**src/rtl/i2cs_pkg.sv**
```systemverilog
package i2cs_pkg;
    typedef enum logic [3:0] {
        ST_IDLE,
        ST_ADDR,
        ST_RX,
        ST_ACK_OUT,
        ST_ACK_HOLD,
        ST_TX,
        ST_TX_ACK,
        ST_TX_NEXT,
        ST_WAIT
    } i2cs_state_e;

    localparam logic [7:0] BCAST_ADDR = 8'h00;
endpackage

```
**src/rtl/i2cs_pin_sync.sv**
```systemverilog
module i2cs_pin_sync #(
    parameter int STAGES = 2
) (
    input  logic clk,
    input  logic rst_n,
    input  logic scl_in,
    input  logic sda_in,
    output logic sda_s,
    output logic scl_rise,
    output logic scl_fall,
    output logic start_det,
    output logic stop_det
);
    logic [STAGES-1:0] scl_pipe, sda_pipe;
    logic scl_p, sda_p, scl_s;

    always_ff @(posedge clk or negedge rst_n) begin
        if (!rst_n) begin
            scl_pipe <= '1;
            sda_pipe <= '1;
            scl_p    <= 1'b1;
            sda_p    <= 1'b1;
        end else begin
            scl_pipe <= {scl_pipe[STAGES-2:0], scl_in};
            sda_pipe <= {sda_pipe[STAGES-2:0], sda_in};
            scl_p    <= scl_pipe[STAGES-1];
            sda_p    <= sda_pipe[STAGES-1];
        end
    end

    assign scl_s     = scl_pipe[STAGES-1];
    assign sda_s     = sda_pipe[STAGES-1];
    assign scl_rise  = scl_s & ~scl_p;
    assign scl_fall  = ~scl_s & scl_p;
    assign start_det = scl_s & scl_p & sda_p & ~sda_s;
    assign stop_det  = scl_s & scl_p & ~sda_p & sda_s;
endmodule

```
**src/rtl/i2cs_engine.sv**
```systemverilog
module i2cs_engine
    import i2cs_pkg::*;
#(
    parameter int ADDR_W = 7,
    localparam int DW = ADDR_W + 1,
    localparam int CW = $clog2(DW)
) (
    input  logic              clk,
    input  logic              rst_n,
    input  logic              scl_rise,
    input  logic              scl_fall,
    input  logic              start_det,
    input  logic              stop_det,
    input  logic              sda_s,
    input  logic [ADDR_W-1:0] own_addr,
    input  logic              gc_en,
    input  logic              room,
    input  logic              tx_load,
    input  logic [DW-1:0]     tx_data,
    output logic              sda_oe,
    output logic              rx_push,
    output logic              rx_drop,
    output logic [DW-1:0]     rx_byte,
    output logic              tx_done,
    output logic              rw_mode
);
    i2cs_state_e st, st_nx;
    logic [CW-1:0] cnt;
    logic [DW-1:0] sh;
    logic ack_q, rw_q, oe_q, nack_q;
    logic last_bit, hit, rx_end, want;

    // state register
    always_ff @(posedge clk or negedge rst_n) begin
        if (!rst_n) st <= ST_IDLE;
        else        st <= st_nx;
    end

    // next state
    always_comb begin
        st_nx = st;
        if (start_det)     st_nx = ST_ADDR;
        else if (stop_det) st_nx = ST_IDLE;
        else begin
            unique case (st)
                ST_IDLE, ST_WAIT: st_nx = st;
                ST_ADDR, ST_RX:   if (rx_end) st_nx = ST_ACK_OUT;
                ST_ACK_OUT:       if (scl_fall) st_nx = ST_ACK_HOLD;
                ST_ACK_HOLD:      if (scl_fall) st_nx = !ack_q ? ST_WAIT : (rw_q ? ST_TX : ST_RX);
                ST_TX:            if (scl_fall && last_bit) st_nx = ST_TX_ACK;
                ST_TX_ACK:        if (scl_rise) st_nx = ST_TX_NEXT;
                ST_TX_NEXT:       if (scl_fall) st_nx = nack_q ? ST_WAIT : ST_TX;
                default:          st_nx = ST_IDLE;
            endcase
        end
    end

    // outputs
    always_comb begin
        last_bit = (cnt == CW'(DW - 1));
        rx_byte  = {sh[DW-2:0], sda_s};
        hit      = (rx_byte[DW-1:1] == own_addr) || (gc_en && rx_byte == BCAST_ADDR);
        rx_end   = scl_rise && last_bit && (st == ST_ADDR || st == ST_RX);
        want     = (st == ST_RX) || hit;
        rx_push  = rx_end && want && room;
        rx_drop  = rx_end && want && !room;
        tx_done  = (st == ST_TX_ACK) && scl_rise;
        sda_oe   = oe_q;
        rw_mode  = rw_q;
    end

    // shift, count and pin drive
    always_ff @(posedge clk or negedge rst_n) begin
        if (!rst_n) begin
            sh     <= '0;
            cnt    <= '0;
            ack_q  <= 1'b0;
            rw_q   <= 1'b0;
            oe_q   <= 1'b0;
            nack_q <= 1'b0;
        end else begin
            if (tx_load) sh <= tx_data;
            if (start_det) begin
                cnt   <= '0;
                rw_q  <= 1'b0;
                ack_q <= 1'b0;
                oe_q  <= 1'b0;
            end else if (stop_det) begin
                rw_q <= 1'b0;
                oe_q <= 1'b0;
            end else begin
                case (st)
                    ST_ADDR, ST_RX: if (scl_rise) begin
                        sh <= rx_byte;
                        if (last_bit) begin
                            cnt   <= '0;
                            ack_q <= rx_push;
                            if (st == ST_ADDR) rw_q <= rx_byte[0] && rx_push;
                        end else begin
                            cnt <= cnt + CW'(1);
                        end
                    end
                    ST_ACK_OUT: if (scl_fall) oe_q <= ack_q;
                    ST_ACK_HOLD: if (scl_fall) begin
                        oe_q <= (ack_q && rw_q) ? ~sh[DW-1] : 1'b0;
                        cnt  <= '0;
                    end
                    ST_TX: if (scl_fall) begin
                        if (last_bit) begin
                            oe_q <= 1'b0;
                            cnt  <= '0;
                        end else begin
                            sh   <= {sh[DW-2:0], 1'b0};
                            oe_q <= ~sh[DW-2];
                            cnt  <= cnt + CW'(1);
                        end
                    end
                    ST_TX_ACK: if (scl_rise) nack_q <= sda_s;
                    ST_TX_NEXT: if (scl_fall) begin
                        oe_q <= nack_q ? 1'b0 : ~sh[DW-1];
                        cnt  <= '0;
                    end
                    default: oe_q <= 1'b0;
                endcase
            end
        end
    end

    // transmit only after a read-direction address
    a_r7_tx_needs_rw: assert property (@(posedge clk) disable iff (!rst_n)
        (st == ST_TX) |-> rw_q);
    // no drive while idle or ignoring traffic
    a_r8_released_when_idle: assert property (@(posedge clk) disable iff (!rst_n)
        (st == ST_WAIT || st == ST_IDLE) |-> !sda_oe);
endmodule

```
**src/rtl/i2cs_regs.sv**
```systemverilog
module i2cs_regs #(
    parameter int DW = 8
) (
    input  logic          clk,
    input  logic          rst_n,
    input  logic          start_det,
    input  logic          stop_det,
    input  logic          rx_push,
    input  logic          rx_drop,
    input  logic [DW-1:0] rx_byte,
    input  logic          tx_done,
    input  logic          buf_wr,
    input  logic [DW-1:0] buf_wdata,
    input  logic          buf_rd,
    input  logic          irq_clr,
    input  logic          ovf_clr,
    output logic [DW-1:0] buf_q,
    output logic          full_q,
    output logic          irq_q,
    output logic          ovf_q,
    output logic          s_q,
    output logic          p_q
);
    always_ff @(posedge clk or negedge rst_n) begin
        if (!rst_n) begin
            buf_q  <= '0;
            full_q <= 1'b0;
            irq_q  <= 1'b0;
            ovf_q  <= 1'b0;
            s_q    <= 1'b0;
            p_q    <= 1'b0;
        end else begin
            if (rx_push)     buf_q <= rx_byte;
            else if (buf_wr) buf_q <= buf_wdata;

            if (rx_push)     full_q <= 1'b1;
            else if (buf_rd) full_q <= 1'b0;

            if (rx_push || tx_done) irq_q <= 1'b1;
            else if (irq_clr)       irq_q <= 1'b0;

            if (rx_drop)      ovf_q <= 1'b1;
            else if (ovf_clr) ovf_q <= 1'b0;

            if (start_det) begin
                s_q <= 1'b1;
                p_q <= 1'b0;
            end else if (stop_det) begin
                s_q <= 1'b0;
                p_q <= 1'b1;
            end
        end
    end

    a_r1_start_sets_s: assert property (@(posedge clk) disable iff (!rst_n)
        start_det |=> (s_q && !p_q));
    a_r1_stop_sets_p: assert property (@(posedge clk) disable iff (!rst_n)
        stop_det |=> (p_q && !s_q));
    a_r1_sp_exclusive: assert property (@(posedge clk) disable iff (!rst_n)
        !(s_q && p_q));
    a_r4_push_flags: assert property (@(posedge clk) disable iff (!rst_n)
        rx_push |=> (full_q && irq_q && buf_q == $past(rx_byte)));
    a_r6_drop_keeps_buf: assert property (@(posedge clk) disable iff (!rst_n)
        (rx_drop && !buf_wr) |=> (ovf_q && $stable(buf_q)));
endmodule

```
**src/rtl/i2c_slave_port.sv**
```systemverilog
module i2c_slave_port #(
    parameter int ADDR_W      = 7,
    parameter int SYNC_STAGES = 2,
    localparam int BYTE_W     = ADDR_W + 1
) (
    input  logic              clk,
    input  logic              rst_n,
    input  logic              scl_in,
    input  logic              sda_in,
    output logic              sda_oe,
    input  logic [ADDR_W-1:0] own_addr,
    input  logic              gc_en,
    input  logic              buf_wr,
    input  logic [BYTE_W-1:0] buf_wdata,
    input  logic              buf_rd,
    output logic [BYTE_W-1:0] buf_rdata,
    output logic              buf_full,
    output logic              irq,
    input  logic              irq_clr,
    output logic              ovf,
    input  logic              ovf_clr,
    output logic              bus_start,
    output logic              bus_stop,
    output logic              rw_mode
);
    logic sda_s, scl_rise, scl_fall, start_det, stop_det;
    logic rx_push, rx_drop, tx_done;
    logic [BYTE_W-1:0] rx_byte;

    i2cs_pin_sync #(.STAGES(SYNC_STAGES)) u_sync (
        .clk(clk), .rst_n(rst_n), .scl_in(scl_in), .sda_in(sda_in),
        .sda_s(sda_s), .scl_rise(scl_rise), .scl_fall(scl_fall),
        .start_det(start_det), .stop_det(stop_det)
    );

    i2cs_engine #(.ADDR_W(ADDR_W)) u_eng (
        .clk(clk), .rst_n(rst_n), .scl_rise(scl_rise), .scl_fall(scl_fall),
        .start_det(start_det), .stop_det(stop_det), .sda_s(sda_s),
        .own_addr(own_addr), .gc_en(gc_en), .room(~buf_full),
        .tx_load(buf_wr), .tx_data(buf_wdata), .sda_oe(sda_oe),
        .rx_push(rx_push), .rx_drop(rx_drop), .rx_byte(rx_byte),
        .tx_done(tx_done), .rw_mode(rw_mode)
    );

    i2cs_regs #(.DW(BYTE_W)) u_regs (
        .clk(clk), .rst_n(rst_n), .start_det(start_det), .stop_det(stop_det),
        .rx_push(rx_push), .rx_drop(rx_drop), .rx_byte(rx_byte),
        .tx_done(tx_done), .buf_wr(buf_wr), .buf_wdata(buf_wdata),
        .buf_rd(buf_rd), .irq_clr(irq_clr), .ovf_clr(ovf_clr),
        .buf_q(buf_rdata), .full_q(buf_full), .irq_q(irq), .ovf_q(ovf),
        .s_q(bus_start), .p_q(bus_stop)
    );
endmodule

```
**config.mk**
```make
export PLATFORM = sky130hd
export DESIGN_NAME = i2c_slave_port
export DESIGN_NICKNAME = d
export VERILOG_FILES = /design/src/rtl/i2cs_pkg.sv /design/src/rtl/i2cs_pin_sync.sv /design/src/rtl/i2cs_engine.sv /design/src/rtl/i2cs_regs.sv /design/src/rtl/i2c_slave_port.sv
export SDC_FILE = /design/constraint.sdc
export NUM_CORES = 1
export LEC_CHECK = 0
export BUFFER_PORTS_ARGS = -buffer_cell sky130_fd_sc_hd__buf_4
export CAP_MARGIN = 20
export CORE_AREA = 2 2 92 94
export CTS_CLUSTER_SIZE = 28
export DETAILED_ROUTE_END_ITERATION = 16
export DIE_AREA = 0 0 94 96
export GPL_TIMING_DRIVEN = 0
export HOLD_SLACK_MARGIN = 0.06
export SLEW_MARGIN = 5
export SYNTH_ARGS = -nofsm -noshare
export SYNTH_HDL_FRONTEND = slang
export SYNTH_SLANG_ARGS = --single-unit
export TNS_END_PERCENT = 30
```
**constraint.sdc**
```tcl
create_clock -name clk -period 2 [get_ports clk]
set_clock_uncertainty 0.1 [all_clocks]
set_input_delay 0.3 -clock clk [delete_from_list [all_inputs] [get_ports clk]]
set_output_delay 0.3 -clock clk [all_outputs]
set_load 0.005 [all_outputs]
```
==> results_dict.tcl <==
set metrics [dict create \
    status "finished clean" \
    synth_flop_cell "dfrtp_1" \
    clockBufferDepth 2 \
    synth_edf_count 0 \
    insertion_delay_ns 0.29 \
    grt_pass1_wl_um 9270 \
    syn_area_um2 2360 \
    rrSetupSlack_ns 0.08 \
    place_inst 374 \
    crit_family "flip-flops" \
    start_util 0.293 \
    num_vias 1896 \
    clock.fmax_mhz 520 \
    avgSynthCellArea_um2 10.2 \
    detail-route-antenna-nets 0 \
    cp.buffers_inverters 2 \
    p_per_area_nw_per_um2 1100 \
    grt_max_degree 39 \
    worst_pin_slew_ns 0.490 \
    synth.distinct_cells 57 \
    synth_warnings 0 \
    grt_overflow 0 \
    max_stage_delay_ns 0.57 \
    synthCells 231 \
    utilization 0.385 \
    place_hpwl_um 4050 \
    cp-start-kind "flop" \
    synth_nets 257 \
    cap_violations 0 \
    diodes 0 \
    yosysSeqAreaShare 0.406 \
    dieArea_um2 9020 \
    finalMaxSlewViolations 0 \
    gp_congestion 0.906 \
    final.min_clock_period_ns 1.92 \
    hold_viol 0 \
    wl_um 5670 \
    yosysTopAreaCell "dfrtp_1" \
    synth_seq_cells 38 \
    fp.coreArea_um2 8050 \
    worst_hold_path_type "in -> reg" \
    whs_ns 0.0905 \
    first_pass_iters 4 \
    finalNonFillerCells 401 \
    drc 0 \
    io_pins 39 \
    cpMaxStageDelayCell "dfstp_2" \
    first_global_vias 1875 \
    rows 33 \
    slew-limit-headroom 0.674 \
    required_ns 2.08 \
    cts_tree "built" \
    avgViaCountPerCell 4.73 \
    die_h_um 96 \
    grt_antenna_before_repair 0 \
    yosys.area.top_type_share 0.339 \
    cts_root_buffer "clkbuf_8" \
    path_cells "buf_8 -> and2b_4 -> nand4_2 -> nor2_2 -> nand2_2 -> clkbuf_16 -> mux2_4" \
    h-tree-depth 2 \
    post-route-period-util 0.962 \
    worst-setup-path-type "reg -> reg" \
    area_delta_synth_final_pct 31.4 \
    synth_area_leaders "dfrtp_1 34%, mux2_4 8.3%, dfstp_2 6.7%" \
    cp.arrival_ns 2.00 \
    drtIter0Drc 52 \
    finalPower_mw 3.42 \
    cts.sinks 38 \
    port_buffers 38 \
    cts_buffers 5 \
    leakage_nw 1.38 \
    ys_async_sr_fraction 1.00 \
    cts.clk_slew.worst_paths_ns 0.08 \
    fin_nets 321 \
    crit_path_end_kind "flop" \
    wl_per_cell_um 14.1 \
    vdd_drop_max_uv 343 \
    grt_usage 0.132 \
    setup_viol 0 \
    fillers 796 \
    drive_gt1_frac 0.419 \
    crit_path_max_fanout 7 \
    die_w_um 94 \
]
==> worst reg2reg max path, delay by kind of cell, from the launching register on <==
family,cells,cell delay (ns)
muxes,1,0.29
and+or+nand+nor,4,0.54
DFF,1,0.57
buffers and inverters,2,0.31
==> report_power, final <==
group	switching (mW)	internal (mW)
Sequential	0.200	0.953
Clock	0.271	0.247
Combinational	0.878	0.866
Total	1.35	2.07
==> through the flow <==
| step | cell area (um2) | setup WS, ns | TNS, ns |
|---|---|---|---|
| detailed placement | 2780 | -0.172 | -1.26 |
| floorplan | 2360 | 0.0441 | 0 |
| CTS | 2920 | -0.0111 | -0.0127 |
| finish | 3100 | 0.0766 | 0 |
| global placement | 2780 | -0.145 | -1.05 |
| global route | 3100 | -0.0507 | -0.323 |
==> layout by cell type, fill, tap and decap left out, drive strengths merged, types with 3 or more instances in the layout <==
master       count
a21oi            8
a31oi            8
buf             62
clkbuf          12
dfrtp           32
dfstp            6
dlygate4sd3      3
inv             21
mux2            17
nand2           22
nand2b           5
nand3            8
nand4            4
nor2            12
nor2b            3
nor3             3
nor4             4
o21ai           24
xnor2            7
==> state kept, by name, summed over array words and instances, names as in the netlist, 2 cells and up <==
register and count:
u_eng.cnt 3, u_eng.sh 8, u_eng.st 4, u_regs.buf_q 8
u_sync.scl_pipe 2, u_sync.sda_pipe 2
==> metal layers <==
metal	track usage	vias up	wire length (um)	share of wire
met5	0	-	0	0
met4	0.0507	0	114	0.020
met3	0.0274	9	286	0.050
met2	0.219	63	2780	0.49
met1	0.169	888	2500	0.44
li1	-	936	-	-
==> cells in the mapped netlist, drive strengths merged (2+ instances only) <==
master / number
nor4: 4
buf: 10
mux2: 17
and2b: 2
nor2: 12
a31oi: 8
a21oi: 8
o21ai: 24
dfrtp: 32
a21o: 2
and2: 2
nor3: 3
xnor2: 7
inv: 21
nand2: 22
nand3b: 2
o211ai: 2
nand3: 8
xor2: 2
clkbuf: 3
nand2b: 5
nor2b: 3
nand4: 4
a22oi: 2
o31ai: 2
dfstp: 6
mux2i: 2
ha: 2
==> logic make-up (layout without fill, tap and decap cells) <==
| kind of cell | Yosys count | count (layout) | share of synthesized area |
|---|---|---|---|
| AO/OA/AOI/OAI | 56 | 56 | 0.171 |
| AND/OR/NAND/NOR | 73 | 73 | 0.185 |
| XOR/XNOR | 9 | 9 | 0.0414 |
| buffers and inverters | 34 | 99 | 0.0758 |
| flip-flops | 38 | 38 | 0.406 |
| adder cells (fa/ha/maj) | 2 | 2 | 0.0106 |
| multiplexers | 19 | 19 | 0.110 |
==> layout make-up <==
| class | instances | area [um2] | area share |
|---|---|---|---|
| Buffer | 13 | 118 | 0.0379 |
| Clock buffer | 7 | 76.3 | 0.0246 |
| Multi-Input combinational cell | 159 | 1270 | 0.411 |
| Tap cell | 105 | 131 | 0.0424 |
| Clock inverter | 1 | 7.51 | 0.00242 |
| Inverter | 21 | 78.8 | 0.0254 |
| Sequential cell | 38 | 962 | 0.310 |
| Timing Repair Buffer | 57 | 453 | 0.146 |
==> final timing paths <==
kind	end	cells after the start	start
max reg2reg	u_regs.buf_q[4]$_DFFE_PN0P_	7	u_sync.scl_pipe[1]$_DFF_PN1_
max in group asynchronous	u_eng.sh[5]$_DFF_PN0_	2	rst_n
min reg2reg	u_sync.scl_pipe[1]$_DFF_PN1_	0	u_sync.scl_pipe[0]$_DFF_PN1_
min	u_regs.full_q$_DFFE_PN0P_	2	buf_rd
min in group asynchronous	u_eng.st[1]$_DFFE_PN0P_	2	rst_n
max	u_regs.buf_q[4]$_DFFE_PN0P_	7	u_sync.scl_pipe[1]$_DFF_PN1_
==> timing repair <==
action	in CTS	in global routing
hold buffers	3	0
cloned	0	1
endpoints found under the hold margin	34	0
gates resized for setup	5	12
endpoints found under the setup margin	11	17
pin swaps	1	7
setup buffers	0	15
No activity file was read; power rests on OpenSTA's default activity.
